`src/rtl/mdio_pkg.sv`:
```
`timescale 1ns/1ps
package mdio_pkg;
    localparam int unsigned REG_W      = 32;
    localparam int unsigned REG_AW     = 5;
    localparam int unsigned DIV_SEL_W  = 3;
    localparam int unsigned PHY_AW     = 5;
    localparam int unsigned WORD_W     = 16;
    localparam int unsigned PREAMBLE_N = 32;

    // word index of each register (byte address bits 4:2)
    localparam logic [2:0] RG_CFG = 3'd0;
    localparam logic [2:0] RG_CMD = 3'd1;
    localparam logic [2:0] RG_ADR = 3'd2;
    localparam logic [2:0] RG_CTL = 3'd3;
    localparam logic [2:0] RG_STA = 3'd4;
    localparam logic [2:0] RG_IND = 3'd5;

    // frame field codes
    localparam logic [1:0] FR_START = 2'b01;
    localparam logic [1:0] FR_OP_RD = 2'b10;
    localparam logic [1:0] FR_OP_WR = 2'b01;
    localparam logic [1:0] FR_TA_WR = 2'b10;

    localparam int unsigned ABORT_BIT = 31;
endpackage

```
`src/rtl/mdio_clkgen.sv`:
```
`timescale 1ns/1ps
module mdio_clkgen #(
    parameter int unsigned DIV_W = mdio_pkg::DIV_SEL_W
) (
    input  logic             clk,
    input  logic             rst_n,
    input  logic             run,
    input  logic [DIV_W-1:0] div_sel,
    output logic             mdc,
    output logic             rise,
    output logic             fall
);
    localparam int unsigned CNT_W = DIV_W + 3;
    localparam logic [CNT_W-1:0] CNT_ONE = CNT_W'(1);

    typedef struct packed {
        logic [CNT_W-1:0] cnt;
        logic             mdc;
    } clk_state_t;

    clk_state_t q, d;
    logic [CNT_W-1:0] half_m1;
    logic             wrap;

    always_comb begin
        // half period = 4 * (sel + 1) host clocks
        half_m1 = {1'b0, div_sel, 2'b11};
        wrap    = run && (q.cnt >= half_m1);
        d       = q;
        if (!run) begin
            d.cnt = '0;
            d.mdc = 1'b0;
        end else if (wrap) begin
            d.cnt = '0;
            d.mdc = !q.mdc;
        end else begin
            d.cnt = q.cnt + CNT_ONE;
        end
    end

    always_ff @(posedge clk or negedge rst_n) begin
        if (!rst_n) q <= '0;
        else        q <= d;
    end

    assign mdc  = q.mdc;
    assign rise = wrap && !q.mdc;
    assign fall = wrap && q.mdc;

    // the counter never runs past the half period while the select holds
    a_r3_half_bound: assert property (@(posedge clk) disable iff (!rst_n)
        (run && $stable(div_sel)) |-> (q.cnt <= half_m1));
endmodule

```
`src/rtl/mdio_shifter.sv`:
```
`timescale 1ns/1ps
module mdio_shifter #(
    parameter int unsigned PHY_W    = mdio_pkg::PHY_AW,
    parameter int unsigned DATA_W   = mdio_pkg::WORD_W,
    parameter int unsigned PRE_BITS = mdio_pkg::PREAMBLE_N
) (
    input  logic              clk,
    input  logic              rst_n,
    input  logic              start,
    input  logic              is_read,
    input  logic [PHY_W-1:0]  phy,
    input  logic [PHY_W-1:0]  regn,
    input  logic [DATA_W-1:0] wdata,
    input  logic              abort,
    input  logic              rise,
    input  logic              fall,
    input  logic              mdio_i,
    output logic              active,
    output logic              done,
    output logic              mdio_o,
    output logic              mdio_oe,
    output logic [DATA_W-1:0] rdata
);
    import mdio_pkg::*;

    localparam int unsigned FRAME_BITS = PRE_BITS + 6 + 2*PHY_W + DATA_W;
    localparam int unsigned IDX_W      = $clog2(FRAME_BITS + 1);
    localparam int unsigned TA_IDX     = PRE_BITS + 4 + 2*PHY_W;
    localparam int unsigned DATA_IDX   = TA_IDX + 2;
    localparam logic [IDX_W-1:0] IDX_ONE  = IDX_W'(1);
    localparam logic [IDX_W-1:0] IDX_LAST = IDX_W'(FRAME_BITS - 1);
    localparam logic [IDX_W-1:0] IDX_TA   = IDX_W'(TA_IDX);
    localparam logic [IDX_W-1:0] IDX_DAT  = IDX_W'(DATA_IDX);
    localparam logic [IDX_W-1:0] IDX_PRE  = IDX_W'(PRE_BITS);

    typedef struct packed {
        logic                  active;
        logic                  rd;
        logic [IDX_W-1:0]      idx;
        logic [FRAME_BITS-1:0] sh;
        logic [DATA_W-1:0]     rx;
    } shift_state_t;

    shift_state_t q, d;

    always_comb begin
        d    = q;
        done = 1'b0;
        if (abort) begin
            d.active = 1'b0;
            d.idx    = '0;
        end else if (start && !q.active) begin
            d.active = 1'b1;
            d.rd     = is_read;
            d.idx    = '0;
            d.rx     = '0;
            d.sh     = {{PRE_BITS{1'b1}}, FR_START,
                        is_read ? FR_OP_RD : FR_OP_WR, phy, regn,
                        is_read ? 2'b00 : FR_TA_WR,
                        is_read ? {DATA_W{1'b0}} : wdata};
        end else if (q.active) begin
            if (rise && q.rd && (q.idx >= IDX_DAT))
                d.rx = {q.rx[DATA_W-2:0], mdio_i};
            if (fall) begin
                d.sh = {q.sh[FRAME_BITS-2:0], 1'b0};
                if (q.idx == IDX_LAST) begin
                    d.active = 1'b0;
                    d.idx    = '0;
                    done     = 1'b1;
                end else begin
                    d.idx = q.idx + IDX_ONE;
                end
            end
        end
    end

    always_ff @(posedge clk or negedge rst_n) begin
        if (!rst_n) q <= '0;
        else        q <= d;
    end

    assign active  = q.active;
    assign mdio_o  = q.active && q.sh[FRAME_BITS-1];
    assign mdio_oe = q.active && (!q.rd || (q.idx < IDX_TA));
    assign rdata   = q.rx;

    // every preamble bit on the line is a one
    a_r4_preamble_ones: assert property (@(posedge clk) disable iff (!rst_n)
        (q.active && (q.idx < IDX_PRE)) |-> (mdio_oe && mdio_o));
    // a read frame never drives the line in its data field
    a_r5_read_released: assert property (@(posedge clk) disable iff (!rst_n)
        (q.active && q.rd && (q.idx >= IDX_DAT)) |-> !mdio_oe);
endmodule

```
`src/rtl/mdio_master.sv`:
```
`timescale 1ns/1ps
module mdio_master #(
    parameter int unsigned DIV_W    = mdio_pkg::DIV_SEL_W,
    parameter int unsigned PHY_W    = mdio_pkg::PHY_AW,
    parameter int unsigned DATA_W   = mdio_pkg::WORD_W,
    parameter int unsigned PRE_BITS = mdio_pkg::PREAMBLE_N
) (
    input  logic        clk,
    input  logic        rst_n,
    input  logic        reg_wr,
    input  logic [4:0]  reg_addr,
    input  logic [31:0] reg_wdata,
    output logic [31:0] reg_rdata,
    output logic        mdc,
    input  logic        mdio_i,
    output logic        mdio_o,
    output logic        mdio_oe
);
    import mdio_pkg::*;

    localparam int unsigned PHY_LSB = 8;

    typedef struct packed {
        logic [DIV_W-1:0]  sel;
        logic              cmd;
        logic [PHY_W-1:0]  phy;
        logic [PHY_W-1:0]  regn;
        logic [DATA_W-1:0] ctl;
        logic [DATA_W-1:0] stat;
        logic              nv;
    } regs_t;

    regs_t q, d;
    logic [2:0]        wsel;
    logic              busy, sh_done, start, start_rd, abort;
    logic              tick_rise, tick_fall;
    logic [DATA_W-1:0] rx_word;
    logic              unused_bits;

    assign wsel        = reg_addr[REG_AW-1:2];
    assign unused_bits = ^{reg_wdata[REG_W-2:DATA_W], reg_addr[1:0]};

    always_comb begin
        d        = q;
        start    = 1'b0;
        start_rd = 1'b0;
        abort    = 1'b0;
        if (sh_done && q.nv) begin
            d.stat = rx_word;
            d.nv   = 1'b0;
        end
        if (reg_wr) begin
            case (wsel)
                RG_CFG: begin
                    d.sel = reg_wdata[DIV_W-1:0];
                    if (reg_wdata[ABORT_BIT]) begin
                        abort = 1'b1;
                        d.cmd = 1'b0;
                        d.nv  = 1'b0;
                    end
                end
                RG_CMD: if (!busy) begin
                    d.cmd = reg_wdata[0];
                    if (reg_wdata[0] && !q.cmd) begin
                        start    = 1'b1;
                        start_rd = 1'b1;
                        d.nv     = 1'b1;
                    end
                end
                RG_ADR: if (!busy) begin
                    d.phy  = reg_wdata[PHY_LSB +: PHY_W];
                    d.regn = reg_wdata[0 +: PHY_W];
                end
                RG_CTL: if (!busy) begin
                    d.ctl = reg_wdata[DATA_W-1:0];
                    start = 1'b1;
                end
                default: ;
            endcase
        end
    end

    always_ff @(posedge clk or negedge rst_n) begin
        if (!rst_n) q <= '0;
        else        q <= d;
    end

    always_comb begin
        reg_rdata = '0;
        case (wsel)
            RG_CFG: reg_rdata[DIV_W-1:0] = q.sel;
            RG_CMD: reg_rdata[0] = q.cmd;
            RG_ADR: begin
                reg_rdata[PHY_LSB +: PHY_W] = q.phy;
                reg_rdata[0 +: PHY_W]       = q.regn;
            end
            RG_CTL: reg_rdata[DATA_W-1:0] = q.ctl;
            RG_STA: reg_rdata[DATA_W-1:0] = q.stat;
            RG_IND: begin
                reg_rdata[0] = busy;
                reg_rdata[2] = q.nv;
            end
            default: ;
        endcase
    end

    mdio_clkgen #(.DIV_W(DIV_W)) u_clkgen (
        .clk     (clk),
        .rst_n   (rst_n),
        .run     (busy && !abort),
        .div_sel (q.sel),
        .mdc     (mdc),
        .rise    (tick_rise),
        .fall    (tick_fall)
    );

    mdio_shifter #(.PHY_W(PHY_W), .DATA_W(DATA_W), .PRE_BITS(PRE_BITS)) u_shifter (
        .clk     (clk),
        .rst_n   (rst_n),
        .start   (start),
        .is_read (start_rd),
        .phy     (q.phy),
        .regn    (q.regn),
        .wdata   (reg_wdata[DATA_W-1:0]),
        .abort   (abort),
        .rise    (tick_rise),
        .fall    (tick_fall),
        .mdio_i  (mdio_i),
        .active  (busy),
        .done    (sh_done),
        .mdio_o  (mdio_o),
        .mdio_oe (mdio_oe),
        .rdata   (rx_word)
    );

    // clock held low outside frames
    a_r3_mdc_idle_low: assert property (@(posedge clk) disable iff (!rst_n)
        !busy |-> !mdc);
    // an idle write to the data register raises busy
    a_r6_ctl_starts: assert property (@(posedge clk) disable iff (!rst_n)
        (reg_wr && (wsel == RG_CTL) && !busy) |=> busy);
    // stale flag falls only on completion or abort
    a_r7_nv_release: assert property (@(posedge clk) disable iff (!rst_n)
        $fell(q.nv) |-> ($past(sh_done) || $past(reg_wr && (wsel == RG_CFG) && reg_wdata[ABORT_BIT])));
    // repeated command write while already set starts nothing
    a_r8_no_retrigger: assert property (@(posedge clk) disable iff (!rst_n)
        (reg_wr && (wsel == RG_CMD) && q.cmd && !busy) |=> !busy);
    // address locked during a frame
    a_r9_addr_frozen: assert property (@(posedge clk) disable iff (!rst_n)
        (reg_wr && (wsel == RG_ADR) && busy) |=> ($stable(q.phy) && $stable(q.regn)));
    // abort clears the engine in one cycle
    a_r10_abort_clears: assert property (@(posedge clk) disable iff (!rst_n)
        (reg_wr && (wsel == RG_CFG) && reg_wdata[ABORT_BIT]) |=> (!busy && !q.nv && !mdio_oe && !mdc));
endmodule

```
`config.mk`:
```
export PLATFORM = sky130hd
export DESIGN_NAME = mdio_master
export DESIGN_NICKNAME = d
export VERILOG_FILES = /design/src/rtl/mdio_pkg.sv /design/src/rtl/mdio_clkgen.sv /design/src/rtl/mdio_shifter.sv /design/src/rtl/mdio_master.sv
export SDC_FILE = /design/constraint.sdc
export NUM_CORES = 1
export LEC_CHECK = 0
export ABC_AREA = 0
export BUFFER_PORTS_ARGS = -buffer_cell sky130_fd_sc_hd__clkbuf_2
export CORE_UTILIZATION = 58
export CTS_CLUSTER_DIAMETER = 150
export DETAILED_ROUTE_END_ITERATION = 10
export PLACE_DENSITY_LB_ADDON = 0.05
export SYNTH_ARGS = -nofsm -noshare
export SYNTH_HDL_FRONTEND = slang
export SYNTH_SLANG_ARGS = --single-unit
```
`constraint.sdc`:
```
create_clock -name clk -period 3.3 [get_ports clk]
set_clock_uncertainty 0.2 [all_clocks]
set_input_delay 0.165 -clock clk [delete_from_list [all_inputs] [get_ports clk]]
set_output_delay 0.165 -clock clk [all_outputs]
set_load 0.01 [all_outputs]
```
**After elaboration in Yosys (flattened, before gate mapping)**

Index checks and enable logic that the tools add are counted.

- Register bits after elaboration: 143
- Logic and storage cells: 110

- $add $sub $neg: 2
- Magnitude comparators: 3
- Equality and inequality tests: 9
- Multiplexer cells: 48
- Bitwise operators: 2
- Reduce and logical (&&, ||, !) cells: 32

Operators with widths:

| cell | number |
|---|---|
| $mux 87 | 2 |
| $mux 71 | 1 |
| $mux 16 | 2 |
| $mux 1 | 27 |
| $mux 7 | 3 |
| $pmux 5 s3 | 1 |
| $pmux 3 s2 | 2 |
| $reduce_and 3->1 | 4 |
| $logic_and 1x1->1 | 11 |
| $reduce_bool 2->1 | 4 |
| $add 7x1->7 const B | 1 |
| $eq 7x6->1 const B | 1 |
| $ge 7x6->1 const B | 1 |
| $lt 7x6->1 const B | 1 |
| $add 6x1->6 const B | 1 |
| $eq 3x2->1 const B | 2 |
| $eq 3x3->1 const B | 2 |
| $ge 6x5->1 | 1 |
| $mux 6 | 1 |
| $ne 2x2->1 const B | 3 |
| $pmux 1 s2 | 3 |
| $pmux 1 s6 | 1 |
| $pmux 2 s3 | 1 |
| $reduce_and 2->1 | 3 |
| 10 further kinds | 17 |

**Logic depth before layout (Yosys ltp)**

Gate-level depths: netlist (run 1).

- Depth after elaboration: 17
- Gate-level depth with buffers: 10

**Hierarchy**

A second synthesis (run 1) with hierarchy kept.

- Cells, all modules: 581
- Area, all modules: 6801.5 um2

By module, submodules not included:

| module | instances | cells an instance | area an instance (um2) |
|---|---|---|---|
| mdio_shifter | 1 | 361 | 4026.4 |
| mdio_master | 1 | 183 | 2391.0 |
| mdio_clkgen | 1 | 37 | 384.1 |

**Worst setup path after synthesis (run 1)**

No wires, ideal clock.

- Path type: register -> register
- From: register u_shifter.q[80] in the netlist's numbering
- To: register q[10] in the netlist's numbering
- Library setup time: 0.125 ns
- Arrival time: 2.114 ns
- Data required time: 2.975 ns
- Setup slack: 0.861 ns
- Cell stages (with the launch flop): 8
- Buffers on the path: 2
- Clock period less this slack: 2.439 ns
- Path through: dfrtp_1 -> ha_1 -> nand3_2 -> or3_4 -> or4b_4 -> buf_6 -> buf_12 -> mux2_4

- Longest elaborated chain between the ends: 7

RTL lines:

| item | RTL line | text |
|---|---|---|
| start, declared | mdio_shifter.sv:44 | `shift_state_t q, d;` |
| start signal, assigned | mdio_shifter.sv:78 | `if (!rst_n) q <= '0;` |
| start signal, assigned | mdio_shifter.sv:79 | `else q <= d;` |
| $eq 7x6->1 | mdio_shifter.sv:66 | `if (q.idx == IDX_LAST) begin` |
| $mux 1 | mdio_shifter.sv:66 |  |
| $mux 1 | mdio_shifter.sv:64 | `if (fall) begin` |
| $mux 1 | mdio_shifter.sv:61 | `end else if (q.active) begin` |
| $mux 1 | mdio_shifter.sv:52 | `end else if (start && !q.active) begin` |
| $mux 1 | mdio_shifter.sv:49 | `if (abort) begin` |
| $logic_and 1x1->1 | mdio_master.sv:48 | `if (sh_done && q.nv) begin` |
| end signal, assigned | mdio_master.sv:84 | `if (!rst_n) q <= '0;` |
| end signal, assigned | mdio_master.sv:85 | `else q <= d;` |
| end, declared | mdio_master.sv:33 | `regs_t q, d;` |

No other way between the ends.
A chain may end at the register's enable or synchronous reset.

**Worst setup path in the final report (run 1)**

- From: register u_clkgen.q[3] in the netlist's numbering
- To: register u_shifter.q[34] in the netlist's numbering

- Longest elaborated chain between the ends: 5

RTL lines:

| item | RTL line | text |
|---|---|---|
| start, declared | mdio_clkgen.sv:21 | `clk_state_t q, d;` |
| start signal, assigned | mdio_clkgen.sv:42 | `if (!rst_n) q <= '0;` |
| start signal, assigned | mdio_clkgen.sv:43 | `else q <= d;` |
| $ge 6x5->1 | mdio_clkgen.sv:28 | `wrap = run && (q.cnt >= half_m1);` |
| $logic_and 1x1->1 | mdio_clkgen.sv:28 |  |
| $logic_and 1x1->1 | mdio_clkgen.sv:48 | `assign fall = wrap && q.mdc;` |
| $reduce_bool 2->1 (no line) | -- |  |
| $reduce_and 3->1 (no line) | -- |  |

No other way between the ends.

==> flow_summary.toml, run 1 <==
[cells_and_area]
regArea_sq_um = 3580
fill_cells = 821
multi_input_comb_area_sq_um = 2560
antenna_cells = 0
nets = 735
stdcell_count = 841
fin_area_sq_um = 7550
drive_above_1_share_pct = 18.3
area_growth_pct = 17.8

[clock_network]
numCtsBuffers = 17
clock_latency_ps = 530
h-tree-depth = 4
clkTransAtPathRegs_ps = 60
cts.sinks = 143
clk_path_buf_depth = 2
cts_resized = 0
ctsRootBufferMaster = "clkbuf_8"
cts_setup_buffers = 0
tritoncts = "yes"

[timing]
setup_viol = 0
worst_slack_ps = 596
rsz0062_at_grt = "false"
finalHoldViolations = 0
worstMarginPinSlew_ps = 854
fin_crit_sh_pct = 81.9
fmax_mhz = 370
slew_viol_final = 0
slew_headroom_pct = 43.0
fin_crit_ps = 2700
setup_tns_ps = 0

[global_routing]
grt_pass1_vias = 4727
grt_start_max_net_pins = 95
grtUsageTotal_pct = 26.1
grt_pass1_wl_um = 22900
grt.overflow.total = 0
antenna_found_initial = 0

[run]
cap_violations = 0

[power]
powerDensity_nw_per_um2 = 600
irDropWorstVdd_v = 0.000375
power.internal_mw = 3.37
total_leakage_power_nw = 3.51
p_switching_mw = 1.16
switching_share_pct = 25.7
p_seq_share_pct = 46.5
clock_power_share_pct = 42.7
p_total_mw = 4.53
comb_power_share_pct = 10.8

[synth]
ys_seq_elements = 143
synth_seq_area_share_pct = 55.8
async_flop_share_pct = 100
synth-edff-count = 0
netlist_top_cells_area = "dfrtp_1 (56%), nand2_1 (5.4%), nor2_1 (5.2%)"
synth.cell_area_sq_um = 6410
synthCells = 627
synth.distinct_cells = 56
yosys.cell_count.top_type = "dfrtp_1"
syn_avg_cell_area_sq_um = 10.2
synth_top_area_share_pct = 55.8
synth_commonest_cells = "dfrtp_1 (143), nand2_1 (93), nor2_1 (88), nand3_1 (44), nor3_1 (38)"
ys_warn_count = 0
synth_top_cell_by_area = "dfrtp_1"
ys.flop_type = "dfrtp_1"

[die]
rows = 38
start_util_pct = 59.4
die_y_um = 107
dieWidth_um = 107
dieArea_sq_um = 11500
coreArea_sq_um = 10800
num_io_pins = 76

[place]
gp_congestion = 0.754
port_buffers = 42
dp.cells = 782
pre_cts_ws_ps = 641
dp_hpwl_um = 8410
placed_area_sq_um = 6690

[worst_setup_path]
crit_chain = "ha_1 > a211oi_1 > o21ai_1 > and4_2 > buf_4 > a221o_1"
worstRegToRegCells = 6
slowest_stage = "and4_2"
critical_path_required_ps = 3510
r2r_end = "u_shifter.q[34]$_DFFE_PN0P_"
path_class = "register to register"
r2r_setup_slack_ps = 600
regToRegStartpoint = "u_clkgen.q[3]$_DFF_PN0_"
endpoint_kind = "register"
crit_end = "u_shifter.q[34]$_DFFE_PN0P_"
startpoint_type = "register"
setup.worst_path.start = "u_clkgen.q[3]$_DFF_PN0_"
max_stage_delay_ps = 480
arrival_ps = 2910
path_max_fanout = 23

[min_path]
hold_class = "input port to register"

[route]
wl_um = 13800
drt_first_pass_iters = 5
wl_per_cell_um = 16.4
drc = 0
num_vias = 4750
drt.antenna.violating_nets = 0
first_iter_violations = 398
viasPerCell = 5.65

[outcome]
status = "finished clean"
[worst min path at each step]
stage / slack, ps / startpoint / cells after the start / end
2_1_floorplan: -330 / rst_n / 0 / q[0]$_DFF_PN0_
3_3_place_gp: 110 / rst_n / 1 / u_shifter.q[81]$_DFFE_PN0P_
5_1_grt: 90 / reg_addr[3] / 3 / q[43]$_DFFE_PN0P_
6_report: 70 / reg_addr[3] / 3 / q[43]$_DFFE_PN0P_
4_1_cts: 30 / reg_addr[3] / 3 / q[43]$_DFFE_PN0P_
3_5_place_dp: 110 / rst_n / 1 / u_shifter.q[81]$_DFFE_PN0P_
[sequential cells by signal (all words and copies together) (netlist names)]
register          cells
u_shifter.q          72
q                    47
u_clkgen.mdc          1
u_shifter.active      1
u_shifter.rdata      16
u_clkgen.q            6
[cells by family (layout without fill, tap and decap cells)]
kind of cell             Yosys count  in the layout  share of synthesized area [%]
adder cells (fa/ha/maj)            6              6                           1.17
AO/OA/AOI/OAI                     69             69                           8.23
AND/OR/NAND/NOR                  295            295                           21.0
other                              1             16                         0.0585
XOR/XNOR                           5              5                          0.683
buffers and inverters             66            125                           5.35
multiplexers                      42             42                           7.71
flip-flops                       143            143                           55.8
[timing repair]
| item | CTS | global route |
|---|---|---|
| hold buffers | 27 | 0 |
| setup endpoints to repair | 0 | 0 |
| endpoints found under the hold margin | 145 | 0 |
[stage by stage]
step,util (%),hold WS (ps)
2_1_floorplan,-,-331
3_3_place_gp,62.0,112
3_5_place_dp,62.0,110
4_1_cts,70.0,27.3
5_1_grt,70.0,93.5
6_report,70.0,69.4
[worst max-delay path: cells and delay by family, from the launching register on]
family | cells | cell delay [ps]
buf+inv | 1 | 270
flops | 1 | 420
simple gates | 1 | 480
fa+ha+maj | 1 | 290
compound gates | 3 | 920
[power by group through the flow]
stage	combinational, mW	sequential, mW	clock [mW]
finish	0.492	2.11	1.93
global route	0.554	2.13	2.04
CTS	0.496	2.11	1.97
detailed placement	0.458	2.13	0
global placement	0.442	2.12	0
floorplan	0.334	2.08	0
[layout by cell type, fill, tap and decap left out, types with 3 or more instances in the layout]
cell           count
clkbuf_2          41
nor2_1            87
mux2_4            10
and3_1            10
a22o_1            23
dfrtp_1          143
mux2i_1           13
nor3_1            38
clkinvlp_4         5
a31oi_1            4
clkbuf_16         16
nand3_1           44
a221o_1            9
xnor2_1            3
ha_1               6
inv_1             10
bufinv_16          3
nand2_1           93
mux2_2            19
inv_6              5
dlygate4sd3_1     27
conb_1            16
o21ai_0           17
buf_4             12
and2_1             3
[layout make-up]
cell class                      instances  share of cell area (%)
Sequential cell                       143                    47.4
Tap cell                              140                    2.32
Multi-Input combinational cell        433                    34.0
Timing Repair Buffer                   82                    7.90
Inverter                               11                   0.547
Clock inverter                         14                    2.38
Clock buffer                           18                    5.53
[layer usage]
| layer | GRT usage (%) | part of all wire, % |
|---|---|---|
| met1 | 35.4 | 46 |
| met2 | 41.0 | 49 |
| met3 | 6.26 | 4.3 |
| met4 | 9.69 | 1.1 |
| met5 | 0 | 0 |
Power figures use the tool's default switching activity.
==> run 2: changes to the inputs <==
==> constraint.sdc (replaced) <==
create_clock -name clk -period 2.6 [get_ports clk]
set_clock_uncertainty 0.2 [all_clocks]
set_input_delay 0.13 -clock clk [delete_from_list [all_inputs] [get_ports clk]]
set_output_delay 0.13 -clock clk [all_outputs]
set_load 0.01 [all_outputs]
==> flow_summary.toml, run 2 (synthesis results as in run 1) <==
[outcome]
status = "finished clean"

[worst_setup_path]
endpoint_kind = "register"
startpoint_type = "register"
path_class = "register to register"
worstRegToRegCells = 5
path_max_fanout = 16
critical_path_required_ps = 2810
arrival_ps = 2710

[run]
cap_violations = 0

[clock_network]
tritoncts = "yes"
cts_setup_buffers = 0
h-tree-depth = 4
ctsRootBufferMaster = "clkbuf_8"
clock_latency_ps = 520
clkTransAtPathRegs_ps = 60
clk_path_buf_depth = 2
cts.sinks = 143
numCtsBuffers = 17

[route]
drc = 0
first_iter_violations = 369
viasPerCell = 5.65
wl_per_cell_um = 16.3
wl_um = 13800
drt_first_pass_iters = 6
num_vias = 4800
drt.antenna.violating_nets = 0

[cells_and_area]
drive_above_1_share_pct = 19.9
top_register = "u_shifter.q"
nets = 743
antenna_cells = 0
area_growth_pct = 19.6
regArea_sq_um = 3580
multi_input_comb_area_sq_um = 2580
final_util_pct = 71.1
largest_reg_flops = 72
fill_cells = 777
fin_area_sq_um = 7670
mostFrequentLayoutCells = "dfrtp_1 (143), nand2_1 (93), nor2_1 (87)"
layout_commonest_cell = "dfrtp_1"

[power]
p_total_mw = 5.76
powerDensity_nw_per_um2 = 750
total_leakage_power_nw = 3.59
irDropWorstVdd_v = 0.000411

[die]
dieArea_sq_um = 11500
start_util_pct = 59.4
rows = 38
dieWidth_um = 107
num_io_pins = 76
coreArea_sq_um = 10800
die_y_um = 107

[min_path]
hold_class = "input port to asynchronous set/reset pin"

[global_routing]
grt_start_max_net_pins = 54
grt.overflow.total = 0
met2_usage_pct = 40.6
busiest_layer = "met2"
grt_pass1_wl_um = 23200
grtUsageTotal_pct = 26.4
use_met1_pct = 37.2
antenna_found_initial = 0
grt_pass1_vias = 4649
use_met3_pct = 5.84

[timing]
whs_ps = 26.5
slew_viol_final = 0
finalHoldViolations = 0
fin_crit_ps = 2500
worstMarginPinSlew_ps = 624
fin_crit_sh_pct = 96.1
slew_headroom_pct = 58.3
setup_tns_ps = 0
rsz0062_at_grt = "false"
setup_viol = 0
fmax_mhz = 400

[place]
placed_area_sq_um = 6760
gp_congestion = 0.818
port_buffers = 42
dp_hpwl_um = 8460
run 2: area by class of cell:
type	count	share of cell area [%]
timing repair buffer	90	9.01
multi-input combinational	433	33.7
clock inverter	10	1.76
tap	140	2.28
sequential	143	46.7
inverter	11	0.538
clock buffer	22	6.04
run 2: where the power goes:
| group | internal, mW | total [mW] | switching, mW |
|---|---|---|---|
| registers | 2.50 | 2.68 | 0.180 |
| logic | 0.307 | 0.634 | 0.327 |
| clock network | 1.53 | 2.44 | 0.907 |
run 2: metal layers:
metal,vias up,share of wire [%]
met5,-,0
met4,0,1.6
met3,21,3.6
met2,130,47
met1,2388,47
li1,2261,-
run 2: per-stage QoR:
stage          instances  setup WS [ps]
3_3_place_gp         790            134
2_1_floorplan        642            161
4_1_cts              849           78.4
6_report             849            102
3_5_place_dp         790           95.8
5_1_grt              849           12.3
run 2: final timing paths:
kind / slack [ps] / end / from
setup / recovery: 100 / q[11]$_DFFE_PN0P_ / u_shifter.q[80]$_DFFE_PN0P_
hold / removal: 30 / u_clkgen.mdc$_DFFE_PN0P_ / rst_n
setup reg to reg: 100 / q[11]$_DFFE_PN0P_ / u_shifter.q[80]$_DFFE_PN0P_
hold reg to reg: 260 / u_clkgen.q[1]$_DFF_PN0_ / u_clkgen.q[1]$_DFF_PN0_
max in group asynchronous: 1890 / u_shifter.q[30]$_DFFE_PN0P_ / rst_n
min in group clk: 110 / q[43]$_DFFE_PN0P_ / reg_addr[2]
run 2: what timing repair did:
action | in CTS | in global routing
hold buffers | 27 | 0
endpoints found under the hold margin | 196 | 0
gates resized for setup | 0 | 6
endpoints found under the setup margin | 0 | 34
run 2: critical path, stage by stage (launching register included):
cell and delay, ps:
dfrtp_1 430, ha_1 230, nand3_2 120, or3_4 380
or4b_4 660, mux2_4 360
==> run 3: changes to the inputs <==
--- a/config.mk
+++ b/config.mk
@@ -5,12 +5,14 @@
 export SDC_FILE = /design/constraint.sdc
 export NUM_CORES = 1
 export LEC_CHECK = 0
-export ABC_AREA = 0
+export ABC_AREA = 1
 export BUFFER_PORTS_ARGS = -buffer_cell sky130_fd_sc_hd__clkbuf_2
-export CORE_UTILIZATION = 58
+export CORE_UTILIZATION = 59
 export CTS_CLUSTER_DIAMETER = 150
 export DETAILED_ROUTE_END_ITERATION = 10
 export PLACE_DENSITY_LB_ADDON = 0.05
+export SLEW_MARGIN = 20
 export SYNTH_ARGS = -nofsm -noshare
 export SYNTH_HDL_FRONTEND = slang
+export SYNTH_HIERARCHICAL = 1
 export SYNTH_SLANG_ARGS = --single-unit
==> flow_summary.toml, run 3 <==
[die]
start_util_pct = 60.8
die_y_um = 110
dieArea_sq_um = 12200
num_io_pins = 76
coreArea_sq_um = 11400
rows = 39
dieWidth_um = 110

[synth]
syn_avg_cell_area_sq_um = 8.58
muxShareOfSynthArea_pct = 2.60
ys_seq_elements = 143
ys_warn_count = 6
yosys.cell_count.top_type = "nand2_1"
async_flop_share_pct = 100
ys.flop_type = "dfrtp_1"
synth.cell_area_sq_um = 6940
yosys.area_share.adder_pct = 1.08
yosys.area_share.simple_pct = 23.0
synth_top_cell_by_area = "dfrtp_1"
synth_commonest_cells = "nand2_1 (280), dfrtp_1 (143), inv_1 (85), buf_4 (34), a22oi_1 (31)"
synth-edff-count = 0
yosys.area_share.xor_xnor_pct = 0.631
netlist_top_cells_area = "dfrtp_1 (52%), nand2_1 (15%), inv_1 (4.6%)"
synth.distinct_cells = 31
synthCells = 809
synth_compound_area_share_pct = 9.88
synth_top_area_share_pct = 51.6
synth_top_family_by_area = "simple AND/OR/NAND/NOR gates"
synth_seq_area_share_pct = 51.6

[worst_setup_path]
endpoint_kind = "register"
path_max_fanout = 16
critical_path_required_ps = 2700
cpMostUsedCell = "nand2_1"
max_stage_delay_ps = 440
slowest_stage = "dfrtp_2"
arrival_ps = 2520
path_class = "register to register"
startpoint_type = "register"
crit_chain = "ha_1 > nand2_1 > nand2_1 > nand2_2 > nand2_2 > nand2_1 > nor2_1 > nand2_1 > inv_1 > nand2_1 > nor2_2 > nand2_1 > buf_6 > mux2_2"

[cells_and_area]
layout_commonest_cell = "nand2_1"
stdcell_count = 1013
top_register = "u_shifter/q"
area_growth_pct = 14.7
mostFrequentLayoutCells = "nand2_1 (280), dfrtp_1 (142), inv_1 (85)"
antenna_cells = 0
largest_reg_flops = 72
fill_cells = 889
nets = 906
fin_area_sq_um = 7960
drive_above_1_share_pct = 17.7

[route]
drt_first_pass_iters = 5
first_iter_violations = 401
wl_per_cell_um = 14.0
num_vias = 5309
viasPerCell = 5.24
wl_um = 14200
drc = 0
drt.antenna.violating_nets = 0

[outcome]
status = "finished clean"

[timing]
slew_headroom_pct = 61.5
worst_slack_ps = 177
finalHoldViolations = 0
fin_crit_sh_pct = 93.2
slew_viol_final = 0
worstMarginPinSlew_ps = 575
fmax_mhz = 413
setup_viol = 0
fin_crit_ps = 2420
setup_tns_ps = 0
rsz0062_at_grt = "false"

[place]
dp.cells = 962
port_buffers = 42
gp_congestion = 0.840
dp_hpwl_um = 9420
pre_cts_ws_ps = 186
placed_area_sq_um = 7130

[clock_network]
tritoncts = "yes"
clk_path_buf_depth = 2
h-tree-depth = 4
cts.sinks = 143
clock_latency_ps = 420
clkTransAtPathRegs_ps = 60
numCtsBuffers = 17
cts_setup_buffers = 0
ctsRootBufferMaster = "clkbuf_16"

[global_routing]
antenna_found_initial = 0
grt.overflow.total = 0
grt_start_max_net_pins = 64
grt_pass1_wl_um = 24400
grtUsageTotal_pct = 25.1
grt_pass1_vias = 5223

[power]
total_leakage_power_nw = 4.25
irDropWorstVdd_v = 0.000689
powerDensity_nw_per_um2 = 868

[run]
cap_violations = 0

[min_path]
hold_class = "input port to register"
## run 3: path summary, 6_finish.rpt
| kind | startpoint | endpoint | slack (ps) | depth (start not counted) |
|---|---|---|---|---|
| worst max-delay path | u_clkgen/q[3]$_DFF_PN0_ | q[14]$_DFFE_PN0P_ | 180 | 14 |
| worst min-delay path | reg_addr[2] | q[43]$_DFFE_PN0P_ | 40 | 5 |
| worst max register to register | u_clkgen/q[3]$_DFF_PN0_ | q[14]$_DFFE_PN0P_ | 180 | 14 |
| worst min register to register | u_clkgen/q[1]$_DFF_PN0_ | u_clkgen/q[1]$_DFF_PN0_ | 270 | 1 |
| max in group asynchronous | rst_n | u_clkgen/q[3]$_DFF_PN0_ | 1400 | 3 |
| min in group asynchronous | rst_n | u_shifter/q[80]$_DFFE_PN0P_ | 70 | 2 |
## run 3: repair_timing
action | in CTS | in global routing
hold endpoints to repair | 120 | 0
resized for setup | 0 | 3
hold buffers | 21 | 0
endpoints found under the setup margin | 0 | 16
## run 3: cell families after synthesis
group | count (synthesis)
AO/OA/AOI/OAI | 103
XOR/XNOR | 5
adder cells (fa/ha/maj) | 6
buffers and inverters | 157
flip-flops | 143
multiplexers | 16
other | 1
AND/OR/NAND/NOR | 378
## run 3: where the power goes
group          internal, mW  switching, mW  total, mW
clock                  1.64          0.897       2.54
combinational         0.538          0.810       1.35
sequential             2.72          0.307       3.02
total                  4.90           2.01       6.91
## run 3: cell type report
type | count | area (sq um) | area share (%)
well taps | 143 | 179 | 2.25
flip-flops and latches | 143 | 3580 | 45.0
inverters | 95 | 357 | 4.48
multi-input cells | 524 | 2650 | 33.2
clock inverters | 10 | 163 | 2.04
repair buffers | 78 | 581 | 7.29
clock buffers | 20 | 457 | 5.74
## run 3: critical path, delay by kind of cell, from the launching register on
kind                     cells  cell delay [ps]
flip-flops                   1              440
adder cells (fa/ha/maj)      1              320
buffers and inverters        2              240
multiplexers                 1              350
AND/OR/NAND/NOR             10              740
## run 3: metrics by stage
step | util, % | power, mW | hold WS (ps)
5_1_grt | 69.7 | 7.29 | 100
6_report | 69.7 | 6.91 | 36.2
2_1_floorplan | - | 4.09 | -366
3_5_place_dp | 62.4 | 4.36 | -56.7
3_3_place_gp | 62.4 | 4.29 | -52.6
4_1_cts | 69.7 | 6.95 | 20.3
## run 3: per-layer routing
| layer | part of all wire (%) | GRT usage, % | vias to the layer above |
|---|---|---|---|
| li1 | - | - | 2598 |
| met1 | 44 | 32.1 | 2568 |
| met2 | 50 | 41.9 | 113 |
| met3 | 3.6 | 5.21 | 30 |
| met4 | 2.2 | 9.78 | 0 |
| met5 | 0 | 0 | - |
